File: config.mk
export PLATFORM = sky130hd
export DESIGN_NAME = thr_event_tracker
export DESIGN_NICKNAME = d
export VERILOG_FILES = /design/src/rtl/thr_pkg.sv /design/src/rtl/thr_sync.sv /design/src/rtl/thr_flag.sv /design/src/rtl/thr_stats.sv /design/src/rtl/thr_event_tracker.sv
export SDC_FILE = /design/constraint.sdc
export NUM_CORES = 1
export LEC_CHECK = 0
export CAP_MARGIN = 20
export CELL_PAD_IN_SITES_DETAIL_PLACEMENT = 0
export CELL_PAD_IN_SITES_GLOBAL_PLACEMENT = 1
export CORE_ASPECT_RATIO = 1.25
export CORE_MARGIN = 3
export CORE_UTILIZATION = 28
export DETAILED_ROUTE_END_ITERATION = 6
export GPL_ROUTABILITY_DRIVEN = 0
export PLACE_DENSITY_LB_ADDON = 0.1
export SLEW_MARGIN = 5
export SYNTH_ARGS = -nofsm -noshare
export SYNTH_HDL_FRONTEND = slang
export SYNTH_SLANG_ARGS = --single-unit
File: constraint.sdc
create_clock -name clk_i -period 5.15 [get_ports clk_i]
set_input_delay 1.2875 -clock clk_i [delete_from_list [all_inputs] [get_ports clk_i]]
set_output_delay 1.2875 -clock clk_i [all_outputs]
set_load 0.05 [all_outputs]
File: src/rtl/thr_pkg.sv
package thr_pkg;
   // Event produced by the edge/log stage for the statistics stage.
   typedef struct packed {
      logic status;
      logic rise;
   } thr_evt_t;

   localparam int unsigned THR_MAX_STAT_W = 64;
   localparam int unsigned THR_MIN_SYNC   = 2;
endpackage

File: src/rtl/thr_sync.sv
module thr_sync #(
   parameter int unsigned STAGES = 2
) (
   input  logic clk_i,
   input  logic rst_i,
   input  logic d_i,
   output logic q_o
);
   localparam int unsigned LAST = STAGES - 1;

   logic [STAGES-1:0] chain_q;

   if (STAGES < thr_pkg::THR_MIN_SYNC) begin : g_bad_stages
      $error("thr_sync: STAGES must be at least 2");
   end

   for (genvar i = 0; i < STAGES; i++) begin : g_stage
      if (i == 0) begin : g_first
         always_ff @(posedge clk_i) begin
            if (rst_i) chain_q[0] <= 1'b0;
            else       chain_q[0] <= d_i;
         end
      end else begin : g_next
         always_ff @(posedge clk_i) begin
            if (rst_i) chain_q[i] <= 1'b0;
            else       chain_q[i] <= chain_q[i-1];
         end
      end
   end

   assign q_o = chain_q[LAST];
endmodule

File: src/rtl/thr_flag.sv
module thr_flag (
   input  logic              clk_i,
   input  logic              rst_i,
   input  logic              status_i,
   input  logic              clr_i,
   output thr_pkg::thr_evt_t evt_o,
   output logic              log_o
);
   logic prev_q;
   logic log_q;
   logic rise;

   always_ff @(posedge clk_i) begin
      if (rst_i) prev_q <= 1'b0;
      else       prev_q <= status_i;
   end

   assign rise = status_i & ~prev_q;

   // Set has priority over a simultaneous clear.
   always_ff @(posedge clk_i) begin
      if (rst_i)      log_q <= 1'b0;
      else if (rise)  log_q <= 1'b1;
      else if (clr_i) log_q <= 1'b0;
   end

   assign evt_o.status = status_i;
   assign evt_o.rise   = rise;
   assign log_o        = log_q;

   p_log_set_r3: assert property (@(posedge clk_i) disable iff (rst_i)
      (status_i && !prev_q) |=> log_q);

   p_clr_wins_r4: assert property (@(posedge clk_i) disable iff (rst_i)
      (clr_i && !(status_i && !prev_q)) |=> !log_q);

   p_set_over_clr_r5: assert property (@(posedge clk_i) disable iff (rst_i)
      (clr_i && status_i && !prev_q) |=> log_q);

   p_log_sticky_r3: assert property (@(posedge clk_i) disable iff (rst_i)
      (log_q && !clr_i) |=> log_q);
endmodule

File: src/rtl/thr_stats.sv
module thr_stats #(
   parameter int unsigned STAT_W = 64
) (
   input  logic              clk_i,
   input  logic              rst_i,
   input  thr_pkg::thr_evt_t evt_i,
   input  logic              tick_i,
   output logic [STAT_W-1:0] episodes_o,
   output logic [STAT_W-1:0] longest_o,
   output logic [STAT_W-1:0] total_o
);
   localparam logic [STAT_W-1:0] ONE  = STAT_W'(1);
   localparam logic [STAT_W-1:0] ZERO = '0;

   logic [STAT_W-1:0] count_q, longest_q, total_q, cur_q, cur_next;
   logic              live_tick;

   if (STAT_W < 2 || STAT_W > thr_pkg::THR_MAX_STAT_W) begin : g_bad_width
      $error("thr_stats: STAT_W out of range");
   end

   assign live_tick = evt_i.status & tick_i;

   always_comb begin
      cur_next = cur_q;
      if (evt_i.rise)     cur_next = live_tick ? ONE : ZERO;
      else if (live_tick) cur_next = cur_q + ONE;
   end

   always_ff @(posedge clk_i) begin
      if (rst_i) begin
         count_q   <= '0;
         longest_q <= '0;
         total_q   <= '0;
         cur_q     <= '0;
      end else begin
         cur_q <= cur_next;
         if (evt_i.rise)           count_q   <= count_q + ONE;
         if (live_tick)            total_q   <= total_q + ONE;
         if (cur_next > longest_q) longest_q <= cur_next;
      end
   end

   assign episodes_o = count_q;
   assign longest_o  = longest_q;
   assign total_o    = total_q;

   p_count_step_r6: assert property (@(posedge clk_i) disable iff (rst_i)
      evt_i.rise |=> (count_q == $past(count_q) + ONE));

   p_count_hold_r6: assert property (@(posedge clk_i) disable iff (rst_i)
      !evt_i.rise |=> $stable(count_q));

   p_total_idle_r7: assert property (@(posedge clk_i) disable iff (rst_i)
      !(evt_i.status && tick_i) |=> $stable(total_q));

   p_longest_cover_r8: assert property (@(posedge clk_i) disable iff (rst_i)
      longest_q >= cur_q);
endmodule

File: src/rtl/thr_event_tracker.sv
module thr_event_tracker #(
   parameter int unsigned SYNC_STAGES = 2,
   parameter int unsigned STAT_W      = 64
) (
   input  logic              clk_i,
   input  logic              rst_i,
   input  logic              trip_i,
   input  logic              ms_tick_i,
   input  logic              log_clr_i,
   output logic              status_o,
   output logic              log_o,
   output logic [STAT_W-1:0] episodes_o,
   output logic [STAT_W-1:0] longest_ms_o,
   output logic [STAT_W-1:0] total_ms_o
);
   logic              status;
   thr_pkg::thr_evt_t evt;

   thr_sync #(.STAGES(SYNC_STAGES)) u_sync (
      .clk_i (clk_i),
      .rst_i (rst_i),
      .d_i   (trip_i),
      .q_o   (status)
   );

   thr_flag u_flag (
      .clk_i    (clk_i),
      .rst_i    (rst_i),
      .status_i (status),
      .clr_i    (log_clr_i),
      .evt_o    (evt),
      .log_o    (log_o)
   );

   thr_stats #(.STAT_W(STAT_W)) u_stats (
      .clk_i      (clk_i),
      .rst_i      (rst_i),
      .evt_i      (evt),
      .tick_i     (ms_tick_i),
      .episodes_o (episodes_o),
      .longest_o  (longest_ms_o),
      .total_o    (total_ms_o)
   );

   assign status_o = status;

   p_clr_no_stats_r9: assert property (@(posedge clk_i) disable iff (rst_i)
      (log_clr_i && !ms_tick_i && !evt.rise) |=>
         ($stable(episodes_o) && $stable(total_ms_o) && $stable(longest_ms_o)));
endmodule

# == Yosys cells after proc, flatten, opt, wreduce, memory -nomap -nowiden ==
# Cells that the tools add are included.
# totals
ff_bits,260
inputBits,5
out_inout_bits,194
elab_cells,21
# classes
add_sub_neg,3
order_cmp,1
n_mux,5
bitwise,3
reduce_logical,1
# op_table
operator,n
$add 64x1->64 const B,3
$mux 64,2
$gt 64x64->1,1
$mux 1,3
$and 1x1->1,2
$reduce_bool 2->1,1
$not 1->1,1

# == Depth between registers and ports, before layout ==
# Gate-level depths: netlist of the first run.
# depth
ltp_word,4
mapped_depth,17
mapped_depth_nobuf,15

# == Hierarchy ==
# A second synthesis of the first run with hierarchy kept.
# unflattened
cells_unflattened,1519
area_unflattened_um2,13045.0
# by_module_without_submodules
mod,n_inst,cells_per_inst,area_each_um2,seq_area_each_um2
thr_stats,1,1507,12901.1,5124.9
thr_flag,1,8,91.3,40.0
thr_sync,1,4,52.6,40.0

# == Worst setup path after synthesis of the first run ==
# No wires, ideal clock.
# synth_timing
path_type,input port to flip-flop
start,in ms_tick_i
end,reg u_stats.longest_q[10] (netlist: u_stats.longest_o[10])
setup_ns,0.117
t_arrival_ns,5.093
required_ns,5.033
slack_ns,-0.060
path_stages,14
n_path_buf,1
cell_sequence,nand4_1 nor4_1 nand2_1 or4_1 a21oi_1 ha_1 a21oi_1 o21ai_0 a221oi_1 o211ai_1 a221oi_1 a21oi_1 clkbuf_1 a22o_1
# synth_via
elab_chain_len,4
word_cells_on_any_way,5
cone_classes,order compare: 1; mux: 3; bitwise: 1
# synth_rtl
item,line_no,rtl
"start, declared",thr_event_tracker.sv:8,"input logic ms_tick_i,"
$and 1x1->1,thr_stats.sv:22,assign live_tick = evt_i.status & tick_i;
$mux 64,thr_stats.sv:27,else if (live_tick) cur_next = cur_q + ONE;
$mux 64,thr_stats.sv:26,if (evt_i.rise) cur_next = live_tick ? ONE : ZERO;
via u_stats.cur_next[41],thr_stats.sv:15,"logic [STAT_W-1:0] count_q, longest_q, total_q, cur_q, cur_next;"
$gt 64x64->1,thr_stats.sv:40,if (cur_next > longest_q) longest_q <= cur_next;
"end signal, assigned",thr_stats.sv:40,
"end, declared",thr_stats.sv:15,
# The timed path passes the listed nets, and every way through them passes these cells.
# A chain may end at the register's enable or synchronous reset.

# == Worst setup path after layout of the first run ==
# layout_timing
start,in ms_tick_i
end,reg u_stats.longest_q[53] (netlist: u_stats.longest_o[53])
# The elaborated chain is that of the path after synthesis.

==> run_summary.xml, run 1 <==
<?xml version="1.0" encoding="UTF-8"?>
<metrics>
  <group name="grt">
    <metric name="grt_pass1_vias" unit="">12025</metric>
    <metric name="grt_pass1_wl" unit="mm">68.0</metric>
    <metric name="grt-ovfl-total" unit="">0</metric>
    <metric name="grt_antenna_before_repair" unit="">1</metric>
    <metric name="grt_start_max_net_pins" unit="">90</metric>
    <metric name="grt_overall_usage" unit="%">17.2</metric>
  </group>
  <group name="synth">
    <metric name="synth.yosys.seq_area_share" unit="%">39.7</metric>
    <metric name="synth-main-ff-cell" unit="">dfxtp_1</metric>
    <metric name="syn_area_per_cell" unit="um2">8.38</metric>
    <metric name="synth-seq-cells" unit="">260</metric>
    <metric name="syn_nets" unit="">1635</metric>
    <metric name="synth_async_sr_flop_share" unit="%">0</metric>
    <metric name="syn_inst" unit="">1563</metric>
    <metric name="share_of_the_synthesized_area_in_the_top_cell_type" unit="%">39.7</metric>
    <metric name="post_synth_instance_area" unit="um2">13100</metric>
    <metric name="yosysWarningCount" unit="">0</metric>
    <metric name="synth_cell_types" unit="">55</metric>
    <metric name="synth_enable_flop_cells" unit="">0</metric>
    <metric name="post-synth-top-area-cell" unit="">dfxtp_1</metric>
    <metric name="post_synth_main_area_contributors" unit="">dfxtp_1, ha_1, nor2_1</metric>
  </group>
  <group name="finish">
    <metric name="post_route_cells_drive_above_1_share" unit="%">12.2</metric>
    <metric name="mostFrequentLayoutCell" unit="">dfxtp_1</metric>
    <metric name="syn_to_final_growth" unit="%">36.5</metric>
    <metric name="antenna_cells" unit="">0</metric>
    <metric name="layout.cells.most_common_list" unit="">dfxtp_1, clkdlybuf4s50_1, nor2_1</metric>
    <metric name="stdcell_area" unit="um2">17900</metric>
    <metric name="final_nets" unit="">1932</metric>
  </group>
  <group name="sta">
    <metric name="finalSetupViolations" unit="">0</metric>
    <metric name="worst_max_slew_margin_expressed_relative_to_the_limit" unit="%">31.1</metric>
    <metric name="slew_viol_final" unit="">0</metric>
    <metric name="slew_at_the_pin_closest_to_its_max_slew_limit" unit="ns">1.03</metric>
    <metric name="fin_crit" unit="ns">4.97</metric>
    <metric name="fin_worst_skew" unit="ns">0.0176</metric>
    <metric name="post-route-period-util" unit="%">96.6</metric>
    <metric name="hold_slack" unit="ns">0.461</metric>
    <metric name="max_frequency" unit="MHz">201</metric>
    <metric name="number_of_hold_violations_in_the_final_report" unit="">0</metric>
  </group>
  <group name="drt">
    <metric name="detailed_route_wire_length" unit="mm">43.3</metric>
    <metric name="route.detailed.drc" unit="">0</metric>
    <metric name="routed_wire_length_per_instance" unit="um">17.5</metric>
    <metric name="vias_per_cell" unit="">4.96</metric>
    <metric name="drt_iter0_drc" unit="">481</metric>
    <metric name="vias" unit="">12242</metric>
    <metric name="drtPass1Iterations" unit="">4</metric>
    <metric name="postRouteAntennaNets" unit="">0</metric>
  </group>
  <group name="die">
    <metric name="placement_rows" unit="">88</metric>
    <metric name="die_w" unit="um">199</metric>
    <metric name="die-height" unit="um">248</metric>
    <metric name="initial_core_util" unit="%">28.3</metric>
    <metric name="fp.dieArea" unit="um2">49400</metric>
    <metric name="fp.coreArea" unit="um2">46200</metric>
    <metric name="ios" unit="">199</metric>
  </group>
  <group name="critical_path">
    <metric name="critPathLaunchType" unit="">input port</metric>
    <metric name="rr_startpoint" unit="">u_stats.cur_q[2]</metric>
    <metric name="critPathMaxFanout" unit="">7</metric>
    <metric name="cp_data_required_time" unit="ns">5.57</metric>
    <metric name="setup_crit_end" unit="">u_stats.longest_o[53]</metric>
    <metric name="arrival" unit="ns">5.39</metric>
    <metric name="startpoint" unit="">ms_tick_i</metric>
    <metric name="path_class" unit="">in -&gt; reg</metric>
    <metric name="worst_r2r_path_depth" unit="">19</metric>
    <metric name="timing.reg2reg.setup_slack" unit="ns">0.69</metric>
    <metric name="rr_endpoint" unit="">u_stats.longest_o[20]</metric>
    <metric name="cp-end-kind" unit="">flop</metric>
  </group>
  <group name="run">
    <metric name="max_cap_viol_count" unit="">0</metric>
  </group>
  <group name="worst_hold_path">
    <metric name="min_path_type" unit="">reg -&gt; reg</metric>
  </group>
  <group name="placement">
    <metric name="io_buffer_count" unit="">198</metric>
    <metric name="placed_cell_areas" unit="um2">16600</metric>
    <metric name="dp.final_hpwl" unit="mm">31.0</metric>
  </group>
  <group name="power">
    <metric name="worst_ir_drop_vdd" unit="mV">0.217</metric>
    <metric name="total_power_per_unit_cell_area" unit="nW/um2">251</metric>
    <metric name="power.leakage" unit="nW">6.47</metric>
  </group>
  <group name="clock_tree">
    <metric name="cts_max_level" unit="">2</metric>
    <metric name="clock_path_buffers" unit="">3</metric>
    <metric name="worstSkewPairLatency" unit="ns">0.54</metric>
    <metric name="cts_buffers" unit="">34</metric>
    <metric name="cts.root.buffer_cell" unit="">clkbuf_16</metric>
    <metric name="path_clk_slew" unit="ns">0.06</metric>
    <metric name="clock_sink_total" unit="">260</metric>
    <metric name="tritoncts" unit="">done</metric>
  </group>
  <group name="outcome">
    <metric name="run_status" unit="">finished clean</metric>
  </group>
</metrics>
## flip-flops by register name (all words and copies together), names as in the netlist
name	cells
u_flag.log_o	1
u_flag.prev_q	1
u_stats.cur_q	64
u_stats.episodes_o	64
u_stats.longest_o	64
u_stats.total_o	64
u_sync.chain_q	1
u_sync.q_o	1
## per-stage QoR
step	setup slack, ns	utilization [%]	setup TNS, ns	instances	power [W]
6_report	0.175	38.7	0	2467	0.00449
5_1_grt	-0.00405	38.7	-0.00534	2467	0.00467
4_1_cts	0.0276	38.3	0	2462	0.00458
3_5_place_dp	-0.797	35.9	-43.55	2404	0.00219
3_3_place_gp	-0.805	35.9	-44.89	2404	0.00219
2_1_floorplan	0.147	-	0	1563	0.00213
## Yosys cell counts (3+ instances only)
master,number
o21ai_0,34
a22o_1,33
a21oi_1,60
mux2_2,6
nand2_1,100
xor2_1,73
a211o_1,3
nor2b_1,12
or3_1,28
o31ai_1,5
clkbuf_1,62
or2_2,3
buf_1,9
nand2b_1,4
o211ai_1,20
a31oi_1,4
and2_1,30
a41o_1,3
or4_1,7
nor3_1,75
nor4_2,3
nor4_1,18
dfxtp_1,260
nor2_1,199
xnor2_1,74
ha_1,67
nand4_1,90
inv_1,92
a21o_1,7
and3_1,22
a32o_1,8
o311ai_0,24
nand3_1,72
a221oi_1,4
and4_1,25
## repair_timing
action	CTS	global route
endpoints found under the hold margin	0	0
gates cloned	0	1
resized for setup	9	25
pin swaps	1	10
hold buffers	0	0
buffers inserted	0	4
endpoints found under the setup margin	62	64
## power breakdown
| group | internal [W] | leakage [nW] | switching [W] | total [W] |
|---|---|---|---|---|
| clock network | 0.00140 | 0.534 | 0.000928 | 0.00233 |
| registers | 0.00201 | 2.09 | 0.00000306 | 0.00202 |
| logic | 0.0000350 | 3.84 | 0.000101 | 0.000136 |
| total | 0.00345 | 6.47 | 0.00103 | 0.00449 |
## area by class of cell
| class | instances | area [um2] |
|---|---|---|
| timing repair buffer | 335 | 3090 |
| sequential | 260 | 5200 |
| fill | 4761 | 28400 |
| clock buffer | 54 | 1060 |
| clock inverter | 4 | 20.0 |
| inverter | 93 | 349 |
| tap | 585 | 732 |
| multi-input combinational | 1136 | 7420 |
## worst min path at each step
stage / from / cells past startpoint / end / slack, ns
5_1_grt: u_sync.chain_q[0] / 1 / u_sync.q_o / 0.49
6_report: u_sync.chain_q[0] / 1 / u_sync.q_o / 0.46
3_3_place_gp: u_sync.chain_q[0] / 1 / u_sync.q_o / 0.44
2_1_floorplan: u_sync.chain_q[0] / 1 / u_sync.q_o / 0.41
3_5_place_dp: u_sync.chain_q[0] / 1 / u_sync.q_o / 0.44
4_1_cts: u_sync.chain_q[0] / 1 / u_sync.q_o / 0.47
## per-layer routing
| layer | up-vias | global-route usage [%] | part of all wire [%] |
|---|---|---|---|
| li1 | 6151 | - | - |
| met1 | 5797 | 22.3 | 45 |
| met2 | 233 | 29.2 | 48 |
| met3 | 59 | 3.22 | 4.4 |
| met4 | 2 | 4.72 | 2.1 |
| met5 | - | 0 | 0.030 |
## cell families after synthesis
kind of cell	after synthesis	synth area share, %
mux	8	0.668
compound gates	217	11.5
buf+inv	167	4.81
flops	260	39.7
fa+ha+maj	67	6.40
simple gates	697	27.1
xor+xnor	147	9.83
## critical path, cell delays in order
cell	delay (ns)
clkdlybuf4s50_1	0.48
buf_4	0.13
nand4_1	0.12
nor4_2	0.17
buf_4	0.15
buf_4	0.11
and2_1	0.16
buf_12	0.14
nand2_1	0.09
xnor2_2	0.20
nor2_2	0.08
ha_1	0.32
and4_1	0.25
nor4bb_1	0.29
buf_4	0.16
nand4_1	0.17
o21ba_2	0.33
a31o_2	0.17
o31ai_4	0.09
buf_6	0.14
buf_6	0.13
a32o_1	0.19
Note: power is estimated with default switching activity, not from simulation.
==> run 2: changes to the inputs <==
- CAP_MARGIN: 20 -> 15
==> results of run 2 <==
Same layout as run 1: the final DEF is identical, and so are final timing and power.
